--- src/rtl/seqwd_pkg.sv ---
package seqwd_pkg;
  localparam int ADDR_W = 3;
  localparam logic [ADDR_W-1:0] A_REV   = 3'd0;
  localparam logic [ADDR_W-1:0] A_CTRL  = 3'd1;
  localparam logic [ADDR_W-1:0] A_LOAD  = 3'd2;
  localparam logic [ADDR_W-1:0] A_COUNT = 3'd3;
  localparam logic [ADDR_W-1:0] A_TRIG  = 3'd4;
  localparam logic [ADDR_W-1:0] A_RUN   = 3'd5;
  localparam logic [ADDR_W-1:0] A_STAT  = 3'd6;

  // posted slots
  localparam int NSLOT  = 4;
  localparam int S_CTRL = 0;
  localparam int S_LOAD = 1;
  localparam int S_TRIG = 2;
  localparam int S_RUN  = 3;

  localparam logic [15:0] K_ARM1 = 16'hBBBB;
  localparam logic [15:0] K_ARM2 = 16'h4444;
  localparam logic [15:0] K_DIS1 = 16'hAAAA;
  localparam logic [15:0] K_DIS2 = 16'h5555;

  localparam int PSC_W = 7;

  typedef enum logic [1:0] {SQ_IDLE, SQ_ARM1, SQ_DIS1} seq_t;

  function automatic logic [ADDR_W-1:0] slot_addr(input int s);
    case (s)
      S_CTRL:  return A_CTRL;
      S_LOAD:  return A_LOAD;
      S_TRIG:  return A_TRIG;
      default: return A_RUN;
    endcase
  endfunction

  function automatic logic [PSC_W-1:0] presc_mask(input logic [2:0] p);
    logic [PSC_W:0] one_sh;
    one_sh = (PSC_W+1)'(1) << p;
    return PSC_W'(one_sh - 1'b1);
  endfunction

  function automatic logic [7:0] stat_pack(input logic [NSLOT-1:0] b);
    return {3'b000, b[S_RUN], b[S_TRIG], b[S_LOAD], 1'b0, b[S_CTRL]};
  endfunction
endpackage

--- src/rtl/seqwd_post.sv ---
module seqwd_post #(
  parameter int DW = 32,
  parameter int POST_TICKS = 2
) (
  input  logic          clk,
  input  logic          rst_n,
  input  logic          tick,
  input  logic          wr_hit,
  input  logic [DW-1:0] wdata,
  output logic          busy,
  output logic          fire,
  output logic [DW-1:0] data
);
  localparam int PW = $clog2(POST_TICKS + 1);
  logic [PW-1:0] left_q;

  assign busy = (left_q != '0);
  assign fire = tick && (left_q == PW'(1));

  always_ff @(posedge clk or negedge rst_n) begin
    if (!rst_n) begin
      left_q <= '0;
      data   <= '0;
    end else if (wr_hit && !busy) begin
      left_q <= PW'(POST_TICKS);
      data   <= wdata;
    end else if (tick && busy) begin
      left_q <= left_q - 1'b1;
    end
  end
endmodule

--- src/rtl/seqwd_seq.sv ---
module seqwd_seq #(
  parameter int DW = 32
) (
  input  logic          clk,
  input  logic          rst_n,
  input  logic          fire,
  input  logic [DW-1:0] word,
  output logic          running
);
  import seqwd_pkg::*;
  seq_t st_q;

  function automatic logic is_key(input logic [DW-1:0] w, input logic [15:0] k);
    return w == DW'(k);
  endfunction

  always_ff @(posedge clk or negedge rst_n) begin
    if (!rst_n) begin
      st_q    <= SQ_IDLE;
      running <= 1'b0;
    end else if (fire) begin
      if (is_key(word, K_ARM1))
        st_q <= SQ_ARM1;
      else if (is_key(word, K_DIS1))
        st_q <= SQ_DIS1;
      else begin
        st_q <= SQ_IDLE;
        if (is_key(word, K_ARM2) && st_q == SQ_ARM1) running <= 1'b1;
        if (is_key(word, K_DIS2) && st_q == SQ_DIS1) running <= 1'b0;
      end
    end
  end
endmodule

--- src/rtl/seqwd_prescale.sv ---
module seqwd_prescale (
  input  logic       clk,
  input  logic       rst_n,
  input  logic       tick,
  input  logic       en,
  input  logic [2:0] ptv,
  input  logic       restart,
  output logic       ptick
);
  import seqwd_pkg::*;
  logic [PSC_W-1:0] div_q;
  logic             at_end;

  assign at_end = (div_q == presc_mask(ptv));
  assign ptick  = en ? (tick && at_end) : tick;

  always_ff @(posedge clk or negedge rst_n) begin
    if (!rst_n)
      div_q <= '0;
    else if (restart)
      div_q <= '0;
    else if (tick && en)
      div_q <= at_end ? '0 : div_q + 1'b1;
  end
endmodule

--- src/rtl/seqwd_count.sv ---
module seqwd_count #(
  parameter int CNT_W = 32
) (
  input  logic             clk,
  input  logic             rst_n,
  input  logic             tick,
  input  logic             ptick,
  input  logic             running,
  input  logic             reload,
  input  logic [CNT_W-1:0] load_val,
  output logic [CNT_W-1:0] cnt,
  output logic             ovf,
  output logic             rst_out
);
  assign ovf = running && ptick && (cnt == '1) && !reload;

  always_ff @(posedge clk or negedge rst_n) begin
    if (!rst_n)
      cnt <= '0;
    else if (reload || ovf)
      cnt <= load_val;
    else if (running && ptick)
      cnt <= cnt + 1'b1;
  end

  always_ff @(posedge clk or negedge rst_n) begin
    if (!rst_n)
      rst_out <= 1'b0;
    else if (ovf)
      rst_out <= 1'b1;
    else if (tick)
      rst_out <= 1'b0;
  end
endmodule

--- src/rtl/seqwd_top.sv ---
module seqwd_top #(
  parameter int DW = 32,
  parameter int CNT_W = 32,
  parameter int POST_TICKS = 2,
  parameter logic [7:0] REV = 8'h21
) (
  input  logic                      clk,
  input  logic                      rst_n,
  input  logic                      tick_in,
  input  logic                      wr_en,
  input  logic [seqwd_pkg::ADDR_W-1:0] addr,
  input  logic [DW-1:0]             wdata,
  output logic [DW-1:0]             rdata,
  output logic                      wd_reset_out
);
  import seqwd_pkg::*;

  logic [NSLOT-1:0] slot_busy;
  logic [NSLOT-1:0] slot_fire;
  logic [DW-1:0]    slot_data [NSLOT];

  for (genvar s = 0; s < NSLOT; s++) begin : g_slot
    seqwd_post #(.DW(DW), .POST_TICKS(POST_TICKS)) u_post (
      .clk    (clk),
      .rst_n  (rst_n),
      .tick   (tick_in),
      .wr_hit (wr_en && (addr == slot_addr(s))),
      .wdata  (wdata),
      .busy   (slot_busy[s]),
      .fire   (slot_fire[s]),
      .data   (slot_data[s])
    );
  end

  logic             psc_en_q;
  logic [2:0]       psc_val_q;
  logic [CNT_W-1:0] load_q;
  logic [DW-1:0]    trig_last_q;
  logic             trig_reload;
  logic             running;
  logic             ptick;
  logic [CNT_W-1:0] cnt_q;
  logic             ovf_evt;

  always_ff @(posedge clk or negedge rst_n) begin
    if (!rst_n) begin
      psc_en_q    <= 1'b0;
      psc_val_q   <= '0;
      load_q      <= '0;
      trig_last_q <= '0;
    end else begin
      if (slot_fire[S_CTRL]) begin
        psc_en_q  <= slot_data[S_CTRL][5];
        psc_val_q <= slot_data[S_CTRL][4:2];
      end
      if (slot_fire[S_LOAD]) load_q <= slot_data[S_LOAD][CNT_W-1:0];
      if (slot_fire[S_TRIG]) trig_last_q <= slot_data[S_TRIG];
    end
  end

  assign trig_reload = slot_fire[S_TRIG] && (slot_data[S_TRIG] != trig_last_q);

  seqwd_seq #(.DW(DW)) u_seq (
    .clk     (clk),
    .rst_n   (rst_n),
    .fire    (slot_fire[S_RUN]),
    .word    (slot_data[S_RUN]),
    .running (running)
  );

  seqwd_prescale u_psc (
    .clk     (clk),
    .rst_n   (rst_n),
    .tick    (tick_in),
    .en      (psc_en_q),
    .ptv     (psc_val_q),
    .restart (slot_fire[S_CTRL]),
    .ptick   (ptick)
  );

  seqwd_count #(.CNT_W(CNT_W)) u_cnt (
    .clk      (clk),
    .rst_n    (rst_n),
    .tick     (tick_in),
    .ptick    (ptick),
    .running  (running),
    .reload   (trig_reload),
    .load_val (load_q),
    .cnt      (cnt_q),
    .ovf      (ovf_evt),
    .rst_out  (wd_reset_out)
  );

  always_comb begin
    case (addr)
      A_REV:   rdata = DW'(REV);
      A_CTRL:  rdata = DW'({psc_en_q, psc_val_q, 2'b00});
      A_LOAD:  rdata = DW'(load_q);
      A_COUNT: rdata = DW'(cnt_q);
      A_TRIG:  rdata = trig_last_q;
      A_RUN:   rdata = DW'(running);
      A_STAT:  rdata = DW'(stat_pack(slot_busy));
      default: rdata = '0;
    endcase
  end
endmodule

--- config.mk ---
export PLATFORM = sky130hd
export DESIGN_NAME = seqwd_top
export DESIGN_NICKNAME = d
export VERILOG_FILES = /design/src/rtl/seqwd_pkg.sv /design/src/rtl/seqwd_post.sv /design/src/rtl/seqwd_seq.sv /design/src/rtl/seqwd_prescale.sv /design/src/rtl/seqwd_count.sv /design/src/rtl/seqwd_top.sv
export SDC_FILE = /design/constraint.sdc
export NUM_CORES = 1
export LEC_CHECK = 0
export BUFFER_PORTS_ARGS = -buffer_cell sky130_fd_sc_hd__buf_2
export CAP_MARGIN = 0
export CORE_MARGIN = 8
export CORE_UTILIZATION = 50
export CTS_CLUSTER_DIAMETER = 80
export DETAILED_ROUTE_END_ITERATION = 10
export PLACE_DENSITY = 0.71
export SYNTH_ARGS = -nofsm -noshare
export SYNTH_HDL_FRONTEND = slang
export SYNTH_SLANG_ARGS = --single-unit
--- constraint.sdc ---
create_clock -name clk -period 3.7 [get_ports clk]
set_input_delay 0 -clock clk [delete_from_list [all_inputs] [get_ports clk]]
set_output_delay 0 -clock clk [all_outputs]
set_load 0.01 [all_outputs]
==> impl_metrics.json <==
{
  "outcome": "complete, no violations",
  "cts_sinks": 219,
  "seq_area_frac_synth": 0.508,
  "route.detailed.drc": 0,
  "start_util": 0.512,
  "path_depth": 9,
  "finClkSkew_ns": 0.0137,
  "die_w_um": 163,
  "synth.area.top_cells": "dfrtp_1, mux2_2, nand2_1",
  "gp_congestion": 0.876,
  "cts.htree.levels": 1,
  "cp_top_family": "simple AND/OR/NAND/NOR gates",
  "fin_util": 0.592,
  "fp.coreArea_mm2": 0.0211,
  "setup_viol": 0,
  "hold_slack_ns": 0.110,
  "relSlewSlack": 0.298,
  "final_area_mm2": 0.0125,
  "synthFlopType": "dfrtp_1",
  "path_buf_inv": 0,
  "crit_start": "psc_val_q[1]",
  "worstMarginPinSlew_ns": 1.05,
  "postSynthAreaPerCell_um2": 10.7,
  "async_flop_share": 1.00,
  "p_sw_mw": 3.29,
  "timing.rr.start": "psc_val_q[1]",
  "r2r_end": "u_cnt.cnt[21]",
  "cts_resized": 0,
  "cp_common_cell": "xnor2_1",
  "critPathMaxFanout": 17,
  "rsz0062_at_grt": "false",
  "grt_max_degree": 108,
  "crit_type": "reg2reg",
  "cp_slowest_cell": "dfrtp_1",
  "period_share": 0.879,
  "fillers": 1783,
  "cts_tree": "yes",
  "ioPinCount": 72,
  "grtUsageTotal": 0.211,
  "p_int_mw": 6.27,
  "clockBufferDepth": 3,
  "diodes": 0,
  "synthToLayoutAreaGrowth_pct": 15.6,
  "crit_chain": "or3_1 > ha_1 > xnor2_1 > xnor2_1 > a311oi_2 > a31oi_4 > nor3_4 > and3_1 > a31oi_1",
  "p_clk_frac": 0.242,
  "rrSetupSlack_ns": 0.45,
  "vdd_drop_max_v": 0.000561,
  "placed_area_mm2": 0.0114,
  "grt_pass1_wl_mm": 44.7,
  "mappedNetlistArea_mm2": 0.0108,
  "synth_edf_count": 0,
  "start_kind": "flip-flop",
  "setup_tns_ns": 0,
  "hpwlAfterDp_mm": 19.7,
  "synth_top_cell_area_share": 0.508,
  "p_per_area_mw_per_mm2": 766,
  "fmax_ghz": 0.307,
  "grt_antenna_before_repair": 0,
  "cts-buffers-inserted": 24,
  "cts_setup_buffers": 0,
  "ant_nets": 0,
  "cp.required_ns": 4.08,
  "netlist_top_cells_count": "dfrtp_1, nand2_1, mux2_2, nor2_1, o21ai_0",
  "crit_path_end_kind": "flip-flop",
  "p_sw_frac": 0.344,
  "first_global_vias": 8161,
  "detail_route.wl_per_cell_um": 20.0,
  "timing.critical_path.to": "u_cnt.cnt[21]",
  "cp.arrival_ns": 3.63,
  "power_frac_seq": 0.464,
  "syn_nets": 1058,
  "ys_warn_count": 0,
  "drive_above_1_share": 0.241,
  "power_frac_comb": 0.294,
  "synth_most_common_cell": "dfrtp_1",
  "row_count": 53,
  "synth_cell_types": 64,
  "nNetsFinal": 1154,
  "fp.dieH_um": 163,
  "p_leak_nw": 5.72,
  "max_stage_delay_ns": 0.50,
  "clk_pin_slew_ns": 0.06,
  "drt_iter0_drc": 833,
  "worstSkewPairLatency_ns": 0.51,
  "slew_violations": 0,
  "hold_viol_final": 0,
  "dieArea_mm2": 0.0265,
  "period_needed_ns": 3.25,
  "vias": 8145,
  "reg2regPathDepth": 9,
  "ys_ff_latch": 219,
  "clockRootBuffer": "clkbuf_16",
  "netlist_instances": 1008,
  "numPortBuffers": 71,
  "wirelength_mm": 27.9,
  "via_per_inst": 5.84,
  "gr-total-overflow": 0,
  "synth_top_cell_by_area": "dfrtp_1",
  "hold_path.class": "in2async",
  "drtPass1Iterations": 5,
  "drv_cap": 0
}
[worst min-delay path by stage]
stage / end / depth (start not counted) / slack [ns]
2_1_floorplan: g_slot[0].u_post.data[2] / 0 / -0.30
3_3_place_gp: g_slot[3].u_post.data[4] / 1 / 0.11
3_5_place_dp: g_slot[3].u_post.data[4] / 1 / 0.11
4_1_cts: g_slot[3].u_post.left_q[1] / 5 / 0.09
5_1_grt: g_slot[0].u_post.data[2] / 3 / 0.13
6_report: g_slot[3].u_post.data[4] / 2 / 0.11
[power groups by stage]
| stage | sequential [mW] | combinational [mW] | clock (mW) |
|---|---|---|---|
| floorplan | 4.06 | 2.17 | 0 |
| global placement | 4.39 | 2.68 | 0 |
| detailed placement | 4.44 | 2.78 | 0 |
| CTS | 4.41 | 2.83 | 2.34 |
| global route | 4.57 | 3.09 | 2.44 |
| finish | 4.44 | 2.81 | 2.31 |
[cell usage in the layout (no fill, tap or decap), types with 3 or more instances in the layout]
cell type,netlist,final
buf_4,3,16
o21ai_0,51,51
a21oi_1,39,39
ha_1,11,11
nor2b_1,4,4
nor4_1,10,10
clkinv_2,0,3
o22a_1,5,5
o22ai_1,6,6
clkbuf_1,33,7
a31oi_1,5,5
o31ai_1,3,3
nand3b_1,3,3
nand2b_1,9,9
inv_1,21,21
clkbuf_16,0,25
and4_1,3,3
a211oi_1,11,11
nor3b_1,5,5
a311oi_1,4,4
a221oi_1,4,4
and3_1,14,14
nor3_1,8,6
nand4_1,17,17
clkbuf_8,0,4
mux2i_1,36,36
and2_1,3,3
nand3_1,27,27
xnor2_1,37,37
dfrtp_1,219,219
mux2_2,137,137
buf_2,5,70
o32ai_1,4,4
dlygate4sd3_1,0,34
nor2_1,59,58
nand2_1,163,163
[per-layer routing]
metal  wire length, um  part of all wire  GRT usage  vias up
li1                  -                 -          -     3779
met1             12600              0.45      0.290     4067
met2             13000              0.47      0.339      239
met3              1370             0.049     0.0258       60
met4               897             0.032     0.0738        0
met5                 0                 0          0        -
[timing repair]
item,4_1_cts,5_1_grt
endpoints found under the setup margin,0,0
hold buffers,34,0
endpoints found under the hold margin,208,0
[through the flow]
| stage | total power [mW] | setup WS, ns | instances |
|---|---|---|---|
| floorplan | 6.24 | 0.971 | 1008 |
| global placement | 7.07 | 0.587 | 1319 |
| detailed placement | 7.22 | 0.527 | 1319 |
| CTS | 9.58 | 0.499 | 1394 |
| global route | 10.1 | 0.235 | 1394 |
| finish | 9.56 | 0.447 | 1394 |
[cell families (layout without fill, tap and decap cells)]
group                      Yosys count  after routing  synth area share
DFF                                219            219             0.508
and+or+nand+nor                    337            337             0.146
buffers and inverters               72            183            0.0309
AOI/OAI and AO/OA                  158            158            0.0951
xor gates and xnor gates            38             38            0.0309
muxes                              173            173             0.176
adders and majority gates           11             11            0.0128
[state kept, by name (all words and copies together) (netlist names)]
name                  count
g_slot.u_post.data      100
load_q                   32
trig_last_q              32
u_cnt.cnt                32
g_slot.u_post.left_q      8
u_psc.div_q               7
psc_val_q                 3
u_seq.st_q                2
psc_en_q                  1
u_cnt.rst_out             1
u_seq.running             1
[layout make-up]
type | count | area (um^2) | share of cell area
timing repair buffer | 121 | 826 | 0.0662
clock buffer | 36 | 707 | 0.0567
sequential | 219 | 5480 | 0.439
clock inverter | 5 | 52.6 | 0.00421
multi-input combinational | 717 | 4990 | 0.400
inverter | 21 | 78.8 | 0.00632
tap | 275 | 344 | 0.0276
Note: power is estimated with default switching activity, not from simulation.
